--- src/rtl/hsgc_pkg.sv ---
package hsgc_pkg;

    // Mode register: gate source and internal window length.
    typedef struct packed {
        logic vsync_gate;
        logic long_win;
    } mode_t;

    localparam mode_t MODE_RESET = '{vsync_gate: 1'b1, long_win: 1'b1};

endpackage

--- src/rtl/hsgc_edge_sync.sv ---
module hsgc_edge_sync #(
    parameter int STAGES = 2
) (
    input  logic clk,
    input  logic rst_n,
    input  logic din,
    output logic rise
);
    // sh[STAGES-1] is the synchronized level, sh[STAGES] its previous value.
    typedef struct packed {
        logic [STAGES:0] sh;
    } sync_st_t;

    sync_st_t st_d, st_q;

    always_comb begin
        st_d    = st_q;
        st_d.sh = {st_q.sh[STAGES-1:0], din};
        rise    = st_q.sh[STAGES-1] & ~st_q.sh[STAGES];
    end

    always_ff @(posedge clk or negedge rst_n) begin
        if (!rst_n) st_q <= '0;
        else        st_q <= st_d;
    end
endmodule

--- src/rtl/hsgc_window_gen.sv ---
module hsgc_window_gen
    import hsgc_pkg::*;
#(
    parameter int SHORT_TICKS = 2048,
    parameter int LONG_TICKS  = 4096
) (
    input  logic  clk,
    input  logic  rst_n,
    input  logic  mode_wr,
    input  mode_t mode_wval,
    input  logic  tick,
    input  logic  vs_rise,
    output mode_t mode_o,
    output logic  win_end,
    output logic  restart
);
    localparam int MAX_TICKS = (LONG_TICKS > SHORT_TICKS) ? LONG_TICKS : SHORT_TICKS;
    localparam int TW        = (MAX_TICKS > 1) ? $clog2(MAX_TICKS) : 1;
    localparam logic [TW-1:0] SHORT_LAST = TW'(SHORT_TICKS - 1);
    localparam logic [TW-1:0] LONG_LAST  = TW'(LONG_TICKS - 1);

    typedef struct packed {
        mode_t         mode;
        logic [TW-1:0] tcnt;
    } win_st_t;

    win_st_t       st_d, st_q;
    logic [TW-1:0] last_tick;
    logic          timer_hit;

    always_comb begin
        st_d      = st_q;
        last_tick = st_q.mode.long_win ? LONG_LAST : SHORT_LAST;
        timer_hit = tick && (st_q.tcnt == last_tick);
        restart   = mode_wr && (mode_wval != st_q.mode);
        win_end   = 1'b0;

        if (restart) begin
            st_d.mode = mode_wval;
            st_d.tcnt = '0;
        end else if (st_q.mode.vsync_gate) begin
            win_end   = vs_rise;
            st_d.tcnt = '0;
        end else begin
            win_end = timer_hit;
            if (tick) begin
                st_d.tcnt = timer_hit ? '0 : st_q.tcnt + 1'b1;
            end
        end

        mode_o = st_q.mode;
    end

    always_ff @(posedge clk or negedge rst_n) begin
        if (!rst_n) begin
            st_q.mode <= MODE_RESET;
            st_q.tcnt <= '0;
        end else begin
            st_q <= st_d;
        end
    end
endmodule

--- src/rtl/hsgc_pulse_count.sv ---
module hsgc_pulse_count #(
    parameter int CNT_W = 14
) (
    input  logic             clk,
    input  logic             rst_n,
    input  logic             hs_rise,
    input  logic             win_end,
    input  logic             restart,
    input  logic             clr_wr,
    input  logic             clr_data,
    output logic [CNT_W-1:0] count_o,
    output logic             ovf_o
);
    localparam logic [CNT_W-1:0] CNT_MAX = '1;
    localparam logic [CNT_W-1:0] CNT_ONE = CNT_W'(1);

    typedef struct packed {
        logic [CNT_W-1:0] run;
        logic [CNT_W-1:0] held;
        logic             ovf;
    } cnt_st_t;

    cnt_st_t st_d, st_q;
    logic    ovf_set;
    logic    ovf_clr;
    logic [CNT_W-1:0] fresh;

    always_comb begin
        st_d    = st_q;
        ovf_set = 1'b0;
        ovf_clr = clr_wr && clr_data;
        // An edge on the closing cycle opens the new window.
        fresh   = hs_rise ? CNT_ONE : '0;

        if (win_end) begin
            st_d.held = st_q.run;
            st_d.run  = fresh;
        end else if (restart) begin
            st_d.run  = fresh;
        end else if (hs_rise) begin
            if (st_q.run == CNT_MAX) ovf_set  = 1'b1;
            else                     st_d.run = st_q.run + 1'b1;
        end

        // Set has priority over a clear in the same cycle.
        st_d.ovf = ovf_set | (st_q.ovf & ~ovf_clr);

        count_o = st_q.held;
        ovf_o   = st_q.ovf;
    end

    always_ff @(posedge clk or negedge rst_n) begin
        if (!rst_n) st_q <= '0;
        else        st_q <= st_d;
    end
endmodule

--- src/rtl/hsync_gate_counter.sv ---
module hsync_gate_counter
    import hsgc_pkg::*;
#(
    parameter int CNT_W       = 14,
    parameter int SYNC_STAGES = 2,
    parameter int SHORT_TICKS = 2048,
    parameter int LONG_TICKS  = 4096
) (
    input  logic             clk,
    input  logic             rst_n,
    input  logic             hsync_in,
    input  logic             vsync_in,
    input  logic             tick_8us,
    input  logic             mode_wr,
    input  logic             mode_vsync_gate,
    input  logic             mode_long_win,
    input  logic             ovf_clr_wr,
    input  logic             ovf_clr_data,
    output logic [CNT_W-1:0] hcount,
    output logic             hcount_ovf,
    output logic             cur_vsync_gate,
    output logic             cur_long_win
);
    localparam int N_CH  = 2;
    localparam int CH_HS = 0;
    localparam int CH_VS = 1;

    logic [N_CH-1:0] raw_in;
    logic [N_CH-1:0] rise;
    logic            hs_rise;
    logic            vs_rise;
    logic            win_end;
    logic            restart;
    mode_t           mode_wval;
    mode_t           mode_cur;

    assign raw_in[CH_HS] = hsync_in;
    assign raw_in[CH_VS] = vsync_in;

    for (genvar ch = 0; ch < N_CH; ch++) begin : g_sync
        hsgc_edge_sync #(.STAGES(SYNC_STAGES)) u_sync (
            .clk  (clk),
            .rst_n(rst_n),
            .din  (raw_in[ch]),
            .rise (rise[ch])
        );
    end

    assign hs_rise = rise[CH_HS];
    assign vs_rise = rise[CH_VS];

    assign mode_wval.vsync_gate = mode_vsync_gate;
    assign mode_wval.long_win   = mode_long_win;

    hsgc_window_gen #(
        .SHORT_TICKS(SHORT_TICKS),
        .LONG_TICKS (LONG_TICKS)
    ) u_win (
        .clk      (clk),
        .rst_n    (rst_n),
        .mode_wr  (mode_wr),
        .mode_wval(mode_wval),
        .tick     (tick_8us),
        .vs_rise  (vs_rise),
        .mode_o   (mode_cur),
        .win_end  (win_end),
        .restart  (restart)
    );

    hsgc_pulse_count #(.CNT_W(CNT_W)) u_cnt (
        .clk     (clk),
        .rst_n   (rst_n),
        .hs_rise (hs_rise),
        .win_end (win_end),
        .restart (restart),
        .clr_wr  (ovf_clr_wr),
        .clr_data(ovf_clr_data),
        .count_o (hcount),
        .ovf_o   (hcount_ovf)
    );

    assign cur_vsync_gate = mode_cur.vsync_gate;
    assign cur_long_win   = mode_cur.long_win;
endmodule

--- config.mk ---
export PLATFORM = sky130hd
export DESIGN_NAME = hsync_gate_counter
export DESIGN_NICKNAME = d
export VERILOG_FILES = /design/src/rtl/hsgc_pkg.sv /design/src/rtl/hsgc_edge_sync.sv /design/src/rtl/hsgc_window_gen.sv /design/src/rtl/hsgc_pulse_count.sv /design/src/rtl/hsync_gate_counter.sv
export SDC_FILE = /design/constraint.sdc
export NUM_CORES = 1
export LEC_CHECK = 0
export ABC_CLOCK_PERIOD_IN_PS = 2600
export BUFFER_PORTS_ARGS = -buffer_cell sky130_fd_sc_hd__buf_2
export CAP_MARGIN = 30
export CORE_ASPECT_RATIO = 1.2
export CORE_UTILIZATION = 40
export DETAILED_ROUTE_END_ITERATION = 16
export PLACE_DENSITY = 0.56
export SKIP_LAST_GASP = 1
export SYNTH_ARGS = -nofsm -noshare
export SYNTH_HDL_FRONTEND = slang
export SYNTH_SLANG_ARGS = --single-unit
--- constraint.sdc ---
create_clock -name clk -period 2.6 [get_ports clk]
set_input_delay 0.13 -clock clk [delete_from_list [all_inputs] [get_ports clk]]
set_output_delay 0.13 -clock clk [all_outputs]
set_load 0.01 [all_outputs]
==> out/qor.yml <==
outcome: "finished clean"
groute.usage.overall_pct: 15.4
ys_warn_count: 0
post_cts.resized_instances: 0
synth_enable_flop_cells: 0
synth_most_common_cell: "dfrtp_1"
end_kind: "flop"
final.setup.worst_slack_ps: 545
critical_path.cell_chain: "xor2_1 -> o21ai_0 -> nand3_1 -> o31ai_1"
fin_skew_ps: 9.34
antenna_violating_nets_post_route: 0
unrepaired_setup_endpoints_after_global_routing: "false"
critical_path_buf_inv_count: 0
areaGrowthSynthToFinish_pct: 9.90
hold_slack_ps: 75.3
hpwlAfterDp_microns: 3210
grt-busiest-layer: "met2"
syn_nets: 235
max_slew.worst_pin.slew_ps: 872
register_area_sq_um: 1230
cap_violations: 0
crit_type: "flop to flop"
ctsLongestPathBuffers: 2
clock_buffers_created_by_tritoncts: 5
postCtsSetupBuffers: 0
tns_ps: 0
timing.critical_path.from_type: "flop"
total_drc_errors_in_the_routed_layout: 0
yosys_register_bits: 49
netlist_top_cells_area: "dfrtp_1 (47%), mux2_4 (6.1%), buf_4 (4.2%)"
num-nets-final: 257
totalPowerFinal_w: 0.00140
routed_via_count: 1804
n_antenna_cell: 0
global_route_wire_length_before_repair_microns: 7650
grt_overflow_total: 0
detail_route.wl_per_cell_microns: 14.3
grt_max_degree: 50
synthesis.area_per_instance_sq_um: 11.1
cts_root_buffer: "clkbuf_8"
min_cycle_time_layout_ps: 2060
die_height_microns: 88.2
grt.met1_usage_pct: 19.5
number_of_antenna_violations_at_the_first_check_in_global_routing: 0
num_rows: 31
hold_path_class: "primary input to flop"
crit_path_top_delay_cell: "dfstp_2"
slew_viol_final: 0
timing.critical_path.max_delay_family: "compound AO/OA/AOI/OAI gates"
die_area_sq_um: 6510
mappedNetlistArea_sq_um: 2480
initialDrtViolationCount: 98
cts.htree.levels: 2
timing_hold_violations_final: 0
fillers: 556
place.port_buffers: 26
core_region_area_sq_um: 6010
max-vdd-ir-drop_mv: 0.238
fp.dieW_microns: 73.8
synth_common_cells: "dfrtp_1 (47), a21oi_1 (19), buf_4 (14)"
multi_input_comb_area_sq_um: 1090
asyncSetResetFlopFracSynth_pct: 100
yosys_most_used_dff: "dfrtp_1"
synth_top_area_share_pct: 47.5
drt_wl_total_microns: 4690
timing.max_slew.rel_slack_pct: 41.5
final_core_utilization_pct: 45.3
cp_max_fo: 15
gp_congestion: 0.872
yosysUniqueCellTypes: 46
start_util_pct: 41.2
p_per_area_nw_per_um2: 514
worst-endpoint-required_ps: 2800
grt.met3_usage_pct: 3.80
grt_pass1_vias: 1618
critical_path.max_stage_delay_ps: 570
syn-instance-count: 223
post_route_clock_period_utilization_pct: 79.0
groute.layer.met2.usage_pct: 25.7
ys_seq_area_share_pct: 49.6
tritoncts: "yes"
setup_violations: 0
num_ports: 27
power_leakage_nw: 1.17
critPathArrivalTime_ps: 2260
dpl_worst_slack_ps: 531
postCtsHoldBufs: 3
yosysTopAreaCell: "dfrtp_1"
dr.pass1.iters: 4
clock_insertion_delay_worst_skew_ps: 300
cts.sink_count: 49
route.detailed.vias_per_inst: 5.52
drive_above_1_share_pct: 26.5
max_freq_ghz: 0.487
cts.reportedPaths.clkPinSlew_ps: 90
[power breakdown]
group | internal (W) | switching, W
clock network | 0.000211 | 0.000237
logic | 0.0000530 | 0.0000816
registers | 0.000791 | 0.0000246
[logic make-up (layout without fill, tap and decap cells)]
group                      count (synthesis)  count (layout)  synth area share (%)
muxes                                     16              16                  8.74
buffers and inverters                     24              46                  6.47
DFF                                       49              49                  49.6
and+or+nand+nor                           71              71                  17.7
xor gates and xnor gates                   4               4                  1.41
adders and majority gates                  2               2                  1.01
AOI/OAI and AO/OA                         57              57                  15.1
[cells in the final DEF (no fill, tap or decap), types with 10 or more instances in the layout]
master | netlist | layout
nand2_1 | 10 | 10
dfrtp_1 | 47 | 47
mux2_4 | 10 | 10
nand3_1 | 11 | 11
o31ai_1 | 12 | 12
o21ai_0 | 11 | 11
buf_2 | 1 | 26
or4_1 | 10 | 10
a21oi_1 | 19 | 19
[worst paths after layout]
kind	to	slack, ps	from	depth (start not counted)
max	u_cnt.ovf_o	540	u_win.mode_o[0]	4
min	u_win.mode_o[1]	80	mode_wr	2
max reg2reg	u_cnt.ovf_o	540	u_win.mode_o[0]	4
min reg2reg	g_sync[1].u_sync.st_q[1]	360	g_sync[1].u_sync.st_q[0]	0
max in group asynchronous	u_win.st_q[0]	1720	rst_n	3
min in group asynchronous	u_cnt.count_o[1]	450	rst_n	3
[metal layers]
metal	up-vias	wire (microns)
met5	-	0
met3	5	164
met4	0	67
li1	884	-
met2	37	2270
met1	878	2190
[worst register-to-register path, cell delays in order (launching register included)]
cell	delay, ps
dfstp_2	570
xor2_1	120
o21ai_0	370
nand3_1	520
o31ai_1	380
[flip-flops by register name, indices dropped and copies added, names as in the netlist]
signal and flops:
u_cnt.ovf_o 1, u_win.st_q 12, u_cnt.count_o 14, u_win.mode_o 2, g_sync.u_sync.st_q 6, u_cnt.st_q 14
[layout make-up]
| cell class | instances | share of cell area, % |
|---|---|---|
| clock buffer | 7 | 3.17 |
| inverter | 5 | 0.690 |
| multi-input combinational | 150 | 40.0 |
| sequential | 49 | 45.1 |
| tap | 82 | 3.77 |
| timing repair buffer | 34 | 7.26 |
[through the flow]
| stage | area (sq um) | cells |
|---|---|---|
| finish | 2720 | 327 |
| global route | 2720 | 327 |
| CTS | 2720 | 327 |
| detailed placement | 2610 | 317 |
| global placement | 2610 | 317 |
| floorplan | 2480 | 223 |
(Power assumes the default switching activity.)
